<file path="src/rtl/ucrf_pkg.sv">
package ucrf_pkg;

    localparam int RF_DATA_W  = 16;
    localparam int RF_DEPTH   = 16;
    localparam int RF_ADDR_W  = $clog2(RF_DEPTH);
    localparam int IR_FIELD_W = 3;
    localparam int RF_CTL_W   = RF_ADDR_W + 1;

    // fixed scratch roles
    localparam int SCR_SRC_ADDR = 12;
    localparam int SCR_SRC_DATA = 13;
    localparam int SCR_DST_ADDR = 14;
    localparam int SCR_DST_DATA = 15;

    typedef enum logic {
        FROM_MICRO = 1'b0,
        FROM_INSTR = 1'b1
    } addr_from_e;

    typedef enum logic {
        PICK_DST = 1'b0,
        PICK_SRC = 1'b1
    } ir_pick_e;

endpackage

</file>
<file path="src/rtl/ucrf_addr_mux.sv">
module ucrf_addr_mux #(
    parameter int ADDR_W = ucrf_pkg::RF_ADDR_W,
    parameter int IR_W   = ucrf_pkg::IR_FIELD_W,
    localparam int CTL_W = ADDR_W + 1,
    localparam int PAD_W = ADDR_W - IR_W
) (
    input  logic [CTL_W-1:0] ctl,
    input  logic [IR_W-1:0]  ir_dst,
    input  logic [IR_W-1:0]  ir_src,
    output logic [ADDR_W-1:0] addr
);
    import ucrf_pkg::*;

    addr_from_e      from_d;
    ir_pick_e        pick_d;
    logic [IR_W-1:0] ir_sel_d;

    always_comb begin
        from_d   = addr_from_e'(ctl[CTL_W-1]);
        pick_d   = ir_pick_e'(ctl[CTL_W-2]);
        ir_sel_d = (pick_d == PICK_SRC) ? ir_src : ir_dst;
        if (from_d == FROM_INSTR) begin
            addr = {{PAD_W{1'b0}}, ir_sel_d};
        end else begin
            addr = ctl[ADDR_W-1:0];
        end
    end

endmodule

</file>
<file path="src/rtl/ucrf_store.sv">
module ucrf_store #(
    parameter int DATA_W = ucrf_pkg::RF_DATA_W,
    parameter int DEPTH  = ucrf_pkg::RF_DEPTH,
    localparam int ADDR_W = $clog2(DEPTH)
) (
    input  logic              clk,
    input  logic              rst,
    input  logic              we,
    input  logic [ADDR_W-1:0] waddr,
    input  logic [DATA_W-1:0] wdata,
    input  logic [ADDR_W-1:0] raddr_a,
    input  logic [ADDR_W-1:0] raddr_b,
    output logic [DATA_W-1:0] rdata_a,
    output logic [DATA_W-1:0] rdata_b
);

    typedef struct packed {
        logic [DEPTH-1:1][DATA_W-1:0] regs;
    } store_t;

    store_t state_d, state_q;
    logic [DATA_W-1:0] view [DEPTH];

    // entry 0 has no storage: a constant zero
    for (genvar gi = 0; gi < DEPTH; gi++) begin : g_view
        if (gi == 0) begin : g_zero
            assign view[gi] = '0;
        end else begin : g_reg
            assign view[gi] = state_q.regs[gi];
        end
    end

    always_comb begin
        state_d = state_q;
        if (rst) begin
            state_d.regs = '0;
        end else if (we && (waddr != '0)) begin
            state_d.regs[waddr] = wdata;
        end
    end

    always_ff @(posedge clk) begin
        state_q <= state_d;
    end

    assign rdata_a = view[raddr_a];
    assign rdata_b = view[raddr_b];

    // reset empties every stored entry
    a_r1_reset_clears: assert property (@(posedge clk)
        rst |=> (state_q.regs == '0));

    // no enable, no change
    a_r2_idle_holds: assert property (@(posedge clk) disable iff (rst)
        !we |=> $stable(state_q.regs));

    // an enabled write to a stored entry lands there
    a_r2_write_lands: assert property (@(posedge clk) disable iff (rst)
        (we && (waddr != '0)) |=> (view[$past(waddr)] == $past(wdata)));

endmodule

</file>
<file path="src/rtl/ucode_regfile.sv">
module ucode_regfile #(
    parameter int DATA_W = ucrf_pkg::RF_DATA_W,
    parameter int DEPTH  = ucrf_pkg::RF_DEPTH,
    parameter int IR_W   = ucrf_pkg::IR_FIELD_W,
    localparam int ADDR_W = $clog2(DEPTH),
    localparam int CTL_W  = ADDR_W + 1,
    localparam int N_PORT = 2
) (
    input  logic              clk,
    input  logic              rst,
    input  logic              wr_en,
    input  logic [CTL_W-1:0]  dsa_ctl,
    input  logic [CTL_W-1:0]  sb_ctl,
    input  logic [IR_W-1:0]   ir_dst,
    input  logic [IR_W-1:0]   ir_src,
    input  logic [DATA_W-1:0] wr_data,
    output logic [DATA_W-1:0] rd_dsa,
    output logic [DATA_W-1:0] rd_sb
);

    localparam int P_DSA = 0;
    localparam int P_SB  = 1;

    logic [N_PORT-1:0][CTL_W-1:0]  port_ctl;
    logic [N_PORT-1:0][ADDR_W-1:0] port_addr;

    assign port_ctl[P_DSA] = dsa_ctl;
    assign port_ctl[P_SB]  = sb_ctl;

    for (genvar gp = 0; gp < N_PORT; gp++) begin : g_port
        ucrf_addr_mux #(
            .ADDR_W (ADDR_W),
            .IR_W   (IR_W)
        ) u_mux (
            .ctl    (port_ctl[gp]),
            .ir_dst (ir_dst),
            .ir_src (ir_src),
            .addr   (port_addr[gp])
        );
    end

    ucrf_store #(
        .DATA_W (DATA_W),
        .DEPTH  (DEPTH)
    ) u_store (
        .clk     (clk),
        .rst     (rst),
        .we      (wr_en),
        .waddr   (port_addr[P_DSA]),
        .wdata   (wr_data),
        .raddr_a (port_addr[P_DSA]),
        .raddr_b (port_addr[P_SB]),
        .rdata_a (rd_dsa),
        .rdata_b (rd_sb)
    );

    // address zero reads zero on both outputs
    a_r3_zero_dsa: assert property (@(posedge clk) disable iff (rst)
        (port_addr[P_DSA] == '0) |-> (rd_dsa == '0));
    a_r3_zero_sb: assert property (@(posedge clk) disable iff (rst)
        (port_addr[P_SB] == '0) |-> (rd_sb == '0));

    // instruction-sourced addresses stay in the visible half
    a_r5_instr_visible: assert property (@(posedge clk) disable iff (rst)
        dsa_ctl[CTL_W-1] |-> (port_addr[P_DSA][ADDR_W-1:IR_W] == '0));
    a_r6_instr_visible_sb: assert property (@(posedge clk) disable iff (rst)
        sb_ctl[CTL_W-1] |-> (port_addr[P_SB][ADDR_W-1:IR_W] == '0));

endmodule

</file>
<file path="config.mk">
export PLATFORM = sky130hd
export DESIGN_NAME = ucode_regfile
export DESIGN_NICKNAME = d
export VERILOG_FILES = /design/src/rtl/ucrf_pkg.sv /design/src/rtl/ucrf_addr_mux.sv /design/src/rtl/ucrf_store.sv /design/src/rtl/ucode_regfile.sv
export SDC_FILE = /design/constraint.sdc
export NUM_CORES = 1
export LEC_CHECK = 0
export BUFFER_PORTS_ARGS = -buffer_cell sky130_fd_sc_hd__buf_2
export CAP_MARGIN = 20
export CELL_PAD_IN_SITES_DETAIL_PLACEMENT = 0
export CELL_PAD_IN_SITES_GLOBAL_PLACEMENT = 2
export CORE_MARGIN = 2
export CORE_UTILIZATION = 38
export CTS_BUF_LIST = sky130_fd_sc_hd__clkbuf_16
export DETAILED_ROUTE_END_ITERATION = 10
export GPL_TIMING_DRIVEN = 0
export PLACE_DENSITY = 0.76
export RECOVER_POWER = 25
export SETUP_SLACK_MARGIN = 0.02
export SLEW_MARGIN = 25
export SYNTH_ARGS = -nofsm -noshare
export SYNTH_HDL_FRONTEND = slang
export SYNTH_HIERARCHICAL = 1
export SYNTH_SLANG_ARGS = --single-unit
export TNS_END_PERCENT = 10
</file>
<file path="constraint.sdc">
create_clock -name clk -period 1.9 [get_ports clk]
set_input_delay 0 -clock clk [delete_from_list [all_inputs] [get_ports clk]]
set_output_delay 0 -clock clk [all_outputs]
set_load 0.05 [all_outputs]
</file>
==> qor.csv, run 1 <==
stage,metric,value,unit
grt,vias in the first global route,11400,
detailed_routing,vias per cell,5.96,
synthesis,largest family of logic cells by synthesized area,multiplexers,
synthesis,Post-Synth XOR/XNOR Area,0,
floorplanning,die area,34100,µm²
critical_path,"Cell Chain, Critical Path",buf_12 > mux2i_4 > a21oi_4 > buf_8 > buf_12 > mux4_2 > mux2i_4 > a21oi_2 > buf_6,
detailed_routing,# DRC,0,
outcome,status,"finished, violations left",
sta,Worst Slack Setup Final,-0.109,ns
outcome,failing checks,negative setup slack,
power,Pwr Density,861,nW/µm²
synthesis,ys flop type,dfxtp_1,
sta,Slew headroom,0.281,
final_layout,area taken by multi-input logic gates,7570,µm²
synthesis,cell taking the most area after synthesis,dfxtp_1,
synthesis,Post-synth EDFFs,0,
detailed_routing,post-DR wirelength/cell,29.2,µm
final_layout,Register Area,4830,µm²
power,part of the power in registers,0.379,
final_layout,ANT cells,0,
power,Net Switching,4150,µW
placed_design,DP HPWL,41800,µm
power,Internal Power,9570,µW
placed_design,GPL Wtd Cong,0.956,
power,switch share,0.302,
sta,Hold Fails Final Rpt,0,
synthesis,mux contribution to synthesized area,0.223,
final_layout,Area Overhead vs Synth,28.7,%
final_layout,Layout Nets,1640,
synthesis,synth cell count leaders,"492 x nand2_1, 278 x a21oi_1, 240 x dfxtp_1, 88 x mux2i_1, 70 x clkbuf_1",
synthesis,YS warnings,6,
critical_path,Buf/Inv on CP,4,
grt,largest net degree at the start of global routing,14,
synthesis,Synth Area in Simple Gates,0.183,
synthesis,syn_nets,1495,
sta,Final setup violation count,21,
detailed_routing,Pre-antenna DRT Iters,5,
final_layout,layout cells sized above 1,0.264,
floorplanning,starting density of the core,0.384,
sta,final hold slack,0.120,ns
detailed_routing,DR iter-0 viols,1595,
synthesis,Synth Area per Inst,8.49,µm²
sta,Final min period,2.01,ns
detailed_routing,DRT Wirelength,60400,µm
placed_design,IO buf count,65,
critical_path,critical path data required time,1.90,ns
clocking,CTS tree,done,
sta,crit share post-route,1.06,
synthesis,post-synth top area share,0.388,
power,Clk pwr share,0.423,
clocking,number of CTS-inserted buffers,29,
clocking,"Reg clk slew, reported paths",0.06,ns
sta,unrepaired setup endpoints after global routing,yes,
critical_path,CP max stage cell,mux4_2,
floorplanning,row count,66,
critical_path,"slowest stage delay, CP",0.54,ns
clocking,later-pin clock latency in the skew report,0.56,ns
detailed_routing,total number of vias,12300,
floorplanning,die width,185,µm
sta,slew of the pin with the lowest slew margin,1.08,ns
floorplanning,IO Count,67,
floorplanning,Core ar.,32300,µm²
synthesis,Compound-Gate Fraction of Synth Area,0.161,
grt,initial antenna violation count,0,
final_layout,Biggest register,u_store/state_q,
critical_path,CP top delay family,multiplexers,
detailed_routing,Final ANT Viol Nets,0,
synthesis,"Cell Area, Synth",12400,µm²
clocking,Max Root-Sink Buffers,3,
sta,Max Clock Skew,0,ns
grt,Total Routing Usage GR,0.356,
clocking,Root Buffer,clkbuf_16,
grt,gr ovfl total,0,
run,Max Cap Viol,0,
grt,first-pass GRT wire length,84500,µm
power,VDD IR max,0.000624,V
final_layout,max reg flops,240,
sta,Max Slew Vio Count,0,
synthesis,Post-Synth Adder-Cell Area,0,
sta,fmax,498,MHz
synthesis,register area share after synthesis,0.388,
power,leakage,0.00553,µW
synthesis,synthesized instance count,1460,
critical_path,largest fanout on the critical path,5,
critical_path,CP Launch Type,input port,
synthesis,Synth cell types,33,
floorplanning,Die Height,185,µm
critical_path,CP Capture Type,output pin,
final_layout,Regs by FF count,u_store/state_q: 240 flops,
final_layout,Finished Core Util,0.494,
synthesis,Seq cells post-synth,240,
critical_path,crit path DAT,2.01,ns
final_layout,fill cell count,3115,
power,Comb pwr share,0.198,
synthesis,Area contributors post-synth,"dfxtp_1 39%, nand2_1 15%, mux4_2 12%",
synthesis,"count leader, synth",nand2_1,
synthesis,Post-synth ARST share,0,
hold_path,worst hold path type,input port to flop,
critical_path,Worst Setup Path Type,input port to output pin,
clocking,CTS H-tree lvls,1,
clocking,clk sinks,240,
cell families after synthesis:
| kind of cell | after synthesis |
|---|---|
| compound gates | 349 |
| buf+inv | 123 |
| flops | 240 |
| mux | 187 |
| simple gates | 561 |
power groups by stage:
stage	Sequential [µW]	Combinational (µW)	Clock, µW
after floorplan	5260	1310	0
after CTS	5190	2650	5860
after global routing	5200	2790	6060
after global placement	5300	2060	0
after detailed placement	5300	2060	0
final	5200	2720	5810
final timing paths:
path / end / cells past startpoint / startpoint / slack, ns
worst min-delay path: u_store/state_q[176]$_SDFFE_PP0P_ / 5 / wr_en / 0.12
worst min register to register: u_store/state_q[42]$_SDFFE_PP0P_ / 2 / u_store/state_q[42]$_SDFFE_PP0P_ / 0.47
worst max register to register: u_store/state_q[51]$_SDFFE_PP0P_ / 2 / u_store/state_q[51]$_SDFFE_PP0P_ / 1.14
worst max-delay path: rd_dsa[7] / 9 / dsa_ctl[3] / -0.11
repair_timing:
item,4_1_cts,5_1_grt
hold buffers,16,0
cloned,5,0
pin swaps,24,10
endpoints found under the setup margin,194,86
resized for setup,278,41
buffers inserted,30,1
endpoints found under the hold margin,80,0
worst reg2reg max path: stages, from the launching register on:
cell and delay, ns:
dfxtp_1 0.46, nand2_1 0.08, a21oi_1 0.15
area by class of cell:
cell class              count  area share
plain buffers             122      0.0571
clock buffers              29      0.0455
clock inverters            24      0.0151
multi-input cells        1097       0.475
flip-flops and latches    240       0.303
well taps                 442      0.0347
repair buffers            115      0.0698
stage by stage:
step	cell area [µm²]	std cells	TNS (ns)	setup WS, ns	power [µW]
global route	15900	2069	-1.86	-0.107	14000
global placement	13300	1967	-188.06	-1.37	7360
finish	15900	2069	-1.03	-0.109	13700
detailed placement	13300	1967	-189.21	-1.37	7360
floorplan	12500	1460	-1.97	-0.0978	6570
CTS	15900	2070	-0.658	-0.0563	13700
layer usage:
| layer | wire length, µm | global-route usage | up-vias |
|---|---|---|---|
| met5 | 0 | 0 | - |
| met4 | 2290 | 0.134 | 0 |
| met3 | 6180 | 0.0589 | 127 |
| met2 | 26500 | 0.540 | 721 |
| met1 | 25400 | 0.507 | 6061 |
| li1 | - | - | 5431 |
placed cells by master, fill, tap and decap left out, types with 5 or more instances in the layout:
cell type	n
nand2_1	490
a21oi_1	242
dfxtp_1	222
mux4_2	68
mux2i_1	64
clkbuf_1	57
buf_6	51
buf_2	45
mux2_2	31
a21oi_2	30
clkbuf_16	29
buf_4	28
a221o_1	25
nor2_1	18
dfxtp_2	18
a221oi_1	17
dlygate4sd3_1	16
buf_12	16
mux2i_2	12
mux2i_4	12
buf_8	9
or2_2	8
clkinv_1	7
clkinv_2	6
a21oi_4	6
o22ai_1	6
a22oi_1	6
bufinv_16	5
clkbuf_2	5
a221oi_2	5
o22ai_2	5
nand3_1	5
No activity file was read; power rests on OpenSTA's default activity.
==> run 2: changes to the inputs <==
- CORE_UTILIZATION: 38 -> 40
- PLACE_DENSITY: 0.76 -> 0.8
- clock period: 1.9 -> 2.43 ns (I/O delays scaled with it)
==> qor.csv, run 2 (synthesis gave the netlist of run 1 again) <==
stage,metric,value,unit,change
outcome,status,completed,,"was finished, violations left"
clocking,number of CTS-inserted buffers,28,,was 29
critical_path,largest fanout on the critical path,10,,was 5
sta,Max Clock Skew,0,ns,unchanged
sta,final setup TNS,0,ns,was -1.03 ns
final_layout,Biggest register,u_store/state_q,,unchanged
detailed_routing,total number of vias,12200,,"was 12,300"
grt,Total Routing Usage GR,0.344,,was 0.356
detailed_routing,vias per cell,6.13,,was 5.96
sta,Final min period,2.41,ns,
critical_path,Worst Setup Path Type,input port to output pin,,unchanged
run,Max Cap Viol,0,,unchanged
floorplanning,Die Height,180,µm,was 185 µm
final_layout,"commonest non-fill, non-tap cell in the layout",nand2_1,,unchanged
placed_design,DP HPWL,40700,µm,"was 41,800 µm"
sta,Slew headroom,0.331,,was 0.281
detailed_routing,post-DR wirelength/cell,29.0,µm,was 29.2 µm
hold_path,worst hold path type,input port to flop,,unchanged
floorplanning,IO Count,67,,unchanged
sta,Final setup violation count,0,,was 21
detailed_routing,DR iter-0 viols,1502,,"was 1,595"
power,Clk pwr share,0.417,,was 0.423
final_layout,layout cells sized above 1,0.193,,was 0.264
clocking,CTS H-tree lvls,1,,unchanged
sta,Max Slew Vio Count,0,,unchanged
final_layout,Layout Nets,1612,,"was 1,640"
grt,first-pass GRT wire length,80500,µm,"was 84,500 µm"
clocking,clk sinks,240,,unchanged
sta,crit share post-route,0.990,,
floorplanning,starting density of the core,0.406,,was 0.384
floorplanning,row count,64,,was 66
critical_path,CP Launch Type,input port,,unchanged
power,Pwr Density,680,nW/µm²,was 861 nW/µm²
sta,fmax,416,MHz,
final_layout,final cell count without fillers,1994,,"was 2,069"
placed_design,GPL Wtd Cong,0.942,,was 0.956
floorplanning,Core ar.,30500,µm²,"was 32,300 µm²"
clocking,CTS tree,done,,unchanged
grt,gr ovfl total,0,,unchanged
critical_path,crit path DAT,2.41,ns,was 2.01 ns
final_layout,Regs by FF count,u_store/state_q: 240 flops,,unchanged
placed_design,pre-CTS setup slack,-0.790,ns,was -1.37 ns
critical_path,R2R Setup Slk,1.66,ns,was 1.14 ns
critical_path,RR Startpoint,u_store/state_q[180]$_SDFFE_PP0P_,,was u_store/state_q[51]$_SDFFE_PP0P_
final_layout,ANT cells,0,,unchanged
floorplanning,die width,180,µm,was 185 µm
clocking,Max Root-Sink Buffers,3,,unchanged
sta,Worst Slack Setup Final,0.0237,ns,was -0.109 ns
detailed_routing,# DRC,0,,unchanged
power,Internal Power,6810,µW,was 9570 µW
final_layout,Area Overhead vs Synth,17.2,%,was 28.7%
grt,initial antenna violation count,1,,was 0
power,VDD IR max,0.000485,V,was 0.000624 V
detailed_routing,Pre-antenna DRT Iters,5,,unchanged
critical_path,CP Capture Type,output pin,,unchanged
sta,slew of the pin with the lowest slew margin,1.00,ns,was 1.08 ns
detailed_routing,Final ANT Viol Nets,0,,unchanged
clocking,later-pin clock latency in the skew report,0.54,ns,was 0.56 ns
final_layout,most frequent cells in the layout,"492 x nand2_1, 274 x a21oi_1, 240 x dfxtp_1, 84 x buf_2, 79 x mux2i_1",,"was 490 x nand2_1, 242 x a21oi_1, 222 x dfxtp_1, 68 x mux4_2, 64 x mux2i_1"
floorplanning,die area,32400,µm²,"was 34,100 µm²"
power,Tot Pwr,9890,µW,"was 13,700 µW"
final_layout,max reg flops,240,,unchanged
power,leakage,0.00509,µW,was 0.00553 µW
power,Net Switching,3070,µW,was 4150 µW
critical_path,reg2reg path depth,2,,unchanged
sta,Hold Fails Final Rpt,0,,unchanged
clocking,Root Buffer,clkbuf_16,,unchanged
sta,unrepaired setup endpoints after global routing,yes,,unchanged
grt,largest net degree at the start of global routing,15,,was 14
power,part of the power in registers,0.411,,was 0.379
placed_design,IO buf count,65,,unchanged
clocking,"Reg clk slew, reported paths",0.06,ns,about the same
critical_path,Worst setup endpoint,rd_dsa[0],,was rd_dsa[7]
grt,vias in the first global route,11200,,"was 11,400"
power,Comb pwr share,0.173,,was 0.198
critical_path,Setup crit start,dsa_ctl[4],,was dsa_ctl[3]
critical_path,critical path data required time,2.43,ns,was 1.90 ns
power,switch share,0.311,,was 0.302
detailed_routing,DRT Wirelength,57800,µm,"was 60,400 µm"
placed_design,placed insts,1921,,"was 1,967"
critical_path,reg-to-reg critical path endpoint,u_store/state_q[180]$_SDFFE_PP0P_,,was u_store/state_q[51]$_SDFFE_PP0P_
[run 2: metal layers]
metal	part of all wire	GRT usage	vias to the layer above
met1	0.42	0.484	5968
met4	0.041	0.132	0
met5	0	0	-
li1	-	-	5392
met3	0.11	0.0631	128
met2	0.43	0.526	726
[run 2: worst min path at each step]
| stage | from | end | cells past startpoint |
|---|---|---|---|
| finish | wr_en | u_store/state_q[178]$_SDFFE_PP0P_ | 5 |
| floorplan | wr_data[15] | u_store/state_q[175]$_SDFFE_PP0P_ | 2 |
| detailed placement | wr_data[11] | u_store/state_q[203]$_SDFFE_PP0P_ | 3 |
| global placement | wr_data[9] | u_store/state_q[201]$_SDFFE_PP0P_ | 3 |
| global route | wr_en | u_store/state_q[178]$_SDFFE_PP0P_ | 5 |
| CTS | wr_en | u_store/state_q[177]$_SDFFE_PP0P_ | 5 |
[run 2: timing repair]
action / 4_1_cts / 5_1_grt
resized for setup: 49 / 18
pin swaps: 1 / 2
gates cloned: 0 / 1
setup endpoints to repair: 30 / 22
hold buffers: 16 / 0
setup buffers: 0 / 6
endpoints found under the hold margin: 80 / 0
[run 2: cell type report]
| class | count | area [µm²] |
|---|---|---|
| Sequential cell | 240 | 4800 |
| Multi-Input combinational cell | 1098 | 7170 |
| Buffer | 122 | 647 |
| Clock buffer | 28 | 701 |
| Clock inverter | 23 | 171 |
| Fill cell | 3020 | 16000 |
| Tap cell | 396 | 495 |
| Timing Repair Buffer | 87 | 536 |
[run 2: power groups by stage]
stage               combinational, µW  sequential (µW)  clock [µW]
CTS                              1640             4060        4160
global route                     1750             4060        4320
finish                           1710             4060        4120
global placement                 1580             4140           0
detailed placement               1580             4140           0
floorplan                        1010             4110           0
[run 2: critical path: stages]
cell     delay (ns)
buf_2          0.25
nor2_1         0.12
a21oi_4        0.27
buf_6          0.23
buf_6          0.24
buf_6          0.24
buf_4          0.22
nand2_1        0.22
o22ai_1        0.24
a21oi_1        0.11
buf_2          0.24
[run 2: metrics by stage]
stage	hold slack, ns	util	area, µm²
after floorplan	0.136	-	12400
after global placement	0.321	0.433	13200
after detailed placement	0.330	0.433	13200
after CTS	0.0906	0.472	14400
after global routing	0.155	0.476	14500
final	0.128	0.476	14500
==> run 3: changes to the inputs <==
- CTS_BUF_LIST: sky130_fd_sc_hd__clkbuf_16 -> sky130_fd_sc_hd__clkbuf_4
==> qor.csv, run 3 (synthesis gave the netlist of run 1 again) <==
stage,metric,value,unit,change
floorplanning,Die Height,180,µm,unchanged
detailed_routing,total number of vias,12500,,"was 12,200"
grt,largest net degree at the start of global routing,11,,was 15
critical_path,CP Capture Type,output pin,,unchanged
sta,final setup TNS,0,ns,unchanged
placed_design,placed insts,1921,,unchanged
sta,unrepaired setup endpoints after global routing,yes,,unchanged
power,Clk pwr share,0.405,,was 0.417
floorplanning,starting density of the core,0.406,,unchanged
critical_path,reg-to-reg critical path endpoint,u_store/state_q[175]$_SDFFE_PP0P_,,was u_store/state_q[180]$_SDFFE_PP0P_
detailed_routing,Final ANT Viol Nets,0,,unchanged
clocking,Max Root-Sink Buffers,3,,unchanged
critical_path,CP Launch Type,input port,,unchanged
sta,Final setup violation count,0,,unchanged
outcome,status,completed,,unchanged
floorplanning,IO Count,67,,unchanged
power,Pwr Density,666,nW/µm²,was 680 nW/µm²
final_layout,final instance area,14500,µm²,about the same
final_layout,most frequent cells in the layout,"492 x nand2_1, 275 x a21oi_1, 240 x dfxtp_1, 111 x clkbuf_4, 83 x buf_2",,"was 492 x nand2_1, 274 x a21oi_1, 240 x dfxtp_1, 84 x buf_2, 79 x mux2i_1"
sta,crit share post-route,0.987,,was 0.990
clocking,CTS tree,done,,unchanged
clocking,"Reg clk slew, reported paths",0.06,ns,about the same
sta,fmax,417,MHz,was 416 MHz
power,leakage,0.00516,µW,was 0.00509 µW
detailed_routing,DR iter-0 viols,1544,,"was 1,502"
power,Net Switching,3090,µW,was 3070 µW
critical_path,critical path data required time,2.43,ns,about the same
power,VDD IR max,0.000319,V,was 0.000485 V
power,switch share,0.320,,was 0.311
floorplanning,Core ar.,30500,µm²,unchanged
grt,Total Routing Usage GR,0.349,,was 0.344
sta,Max Clock Skew,0,ns,unchanged
final_layout,Area Overhead vs Synth,17.2,%,about the same
final_layout,Finished Core Util,0.476,,about the same
floorplanning,die area,32400,µm²,unchanged
grt,initial antenna violation count,1,,unchanged
grt,gr ovfl total,0,,unchanged
sta,Hold Fails Final Rpt,0,,unchanged
placed_design,IO buf count,65,,unchanged
grt,Most Crowded Layer GR,met2,,unchanged
detailed_routing,# DRC,0,,unchanged
detailed_routing,Pre-antenna DRT Iters,8,,was 5
final_layout,Layout Nets,1653,,"was 1,612"
critical_path,largest fanout on the critical path,10,,unchanged
clocking,CTS H-tree lvls,3,,was 1
clocking,number of CTS-inserted buffers,71,,was 28
hold_path,worst hold path type,input port to flop,,unchanged
critical_path,crit path DAT,2.40,ns,was 2.41 ns
grt,first-pass GRT wire length,81300,µm,"was 80,500 µm"
detailed_routing,vias per cell,6.08,,was 6.13
run,Max Cap Viol,0,,unchanged
detailed_routing,DRT Wirelength,58200,µm,"was 57,800 µm"
hold_path,hold endpoint,u_store/state_q[159]$_SDFFE_PP0P_,,was u_store/state_q[178]$_SDFFE_PP0P_
hold_path,Hold Path Cell Cnt,3,,was 5
critical_path,reg2reg path depth,3,,was 2
power,Internal Power,6590,µW,was 6810 µW
sta,slew of the pin with the lowest slew margin,1.07,ns,was 1.00 ns
hold_path,hold_sp,rst,,was wr_en
placed_design,placed cell area,13200,µm²,unchanged
sta,Final min period,2.40,ns,was 2.41 ns
critical_path,RR Startpoint,u_store/state_q[175]$_SDFFE_PP0P_,,was u_store/state_q[180]$_SDFFE_PP0P_
final_layout,layout cells sized above 1,0.222,,was 0.193
detailed_routing,post-DR wirelength/cell,28.2,µm,was 29.0 µm
clocking,clk sinks,240,,unchanged
final_layout,Regs by FF count,u_store/state_q: 240 flops,,unchanged
grt,GRT met3 Usage,0.0663,,was 0.0631
sta,Max Slew Vio Count,0,,unchanged
final_layout,max reg flops,240,,unchanged
power,part of the power in registers,0.419,,was 0.411
floorplanning,die width,180,µm,unchanged
grt,met2 Use GR,0.531,,was 0.526
clocking,later-pin clock latency in the skew report,0.68,ns,was 0.54 ns
floorplanning,row count,64,,unchanged
critical_path,Worst Setup Path Type,input port to output pin,,unchanged
placed_design,DP HPWL,40700,µm,unchanged
sta,Slew headroom,0.286,,was 0.331
final_layout,final cell count without fillers,2062,,"was 1,994"
final_layout,Biggest register,u_store/state_q,,unchanged
grt,vias in the first global route,11600,,"was 11,200"
final_layout,"commonest non-fill, non-tap cell in the layout",nand2_1,,unchanged
power,Comb pwr share,0.176,,was 0.173
grt,met1 Usage GRT,0.488,,was 0.484
critical_path,R2R Setup Slk,1.26,ns,was 1.66 ns
placed_design,GPL Wtd Cong,0.942,,unchanged
clocking,Root Buffer,clkbuf_4,,was clkbuf_16
run 3: worst max-delay path, cell delays in order:
cell     delay [ns]
buf_2          0.13
nor2b_1        0.16
buf_4          0.29
buf_4          0.33
buf_4          0.31
mux4_2         0.35
mux2i_2        0.43
a21oi_1        0.13
buf_2          0.24
run 3: final cells by class:
type | instances | area [µm²]
repair buffers | 86 | 534
diodes | 1 | 2.50
plain buffers | 122 | 649
flip-flops and latches | 240 | 4800
well taps | 396 | 495
multi-input cells | 1097 | 7160
clock buffers | 106 | 796
fillers | 3057 | 16000
clock inverters | 14 | 78.8
run 3: worst max path at each step:
stage          startpoint    endpoint  slack (ns)
2_1_floorplan  dsa_ctl[3]  rd_dsa[10]        0.17
3_3_place_gp   dsa_ctl[3]   rd_dsa[7]       -0.79
3_5_place_dp   dsa_ctl[3]   rd_dsa[5]       -0.79
4_1_cts         sb_ctl[3]    rd_sb[5]        0.02
5_1_grt        dsa_ctl[4]   rd_dsa[4]     -0.0009
6_report        sb_ctl[3]    rd_sb[5]        0.03
run 3: power by group through the flow:
stage	Clock, µW	Combinational [µW]	Sequential [µW]
after detailed placement	0	1580	4140
after global placement	0	1580	4140
final	3920	1700	4060
after CTS	3980	1640	4050
after floorplan	0	1010	4110
after global routing	4190	1740	4060
run 3: repair_timing:
action	4_1_cts	5_1_grt
hold buffers	19	0
buffers inserted	0	2
hold endpoints to repair	122	0
endpoints found under the setup margin	30	20
pin swaps	1	1
gates resized for setup	49	16
run 3: metrics by stage:
step	total power, µW	worst slack (ns)	hold slack [ns]
after floorplan	5120	0.170	0.136
after global placement	5720	-0.793	0.321
after detailed placement	5720	-0.790	0.330
after CTS	9670	0.0165	0.00150
after global routing	9990	-0.000884	0.0276
final	9680	0.0309	0.0262
run 3: layer usage:
layer  wire length [µm]  vias up
met2              25200      790
li1                   -     5496
met5                  0        -
met1              24600     6085
met3               5930      156
met4               2550        0
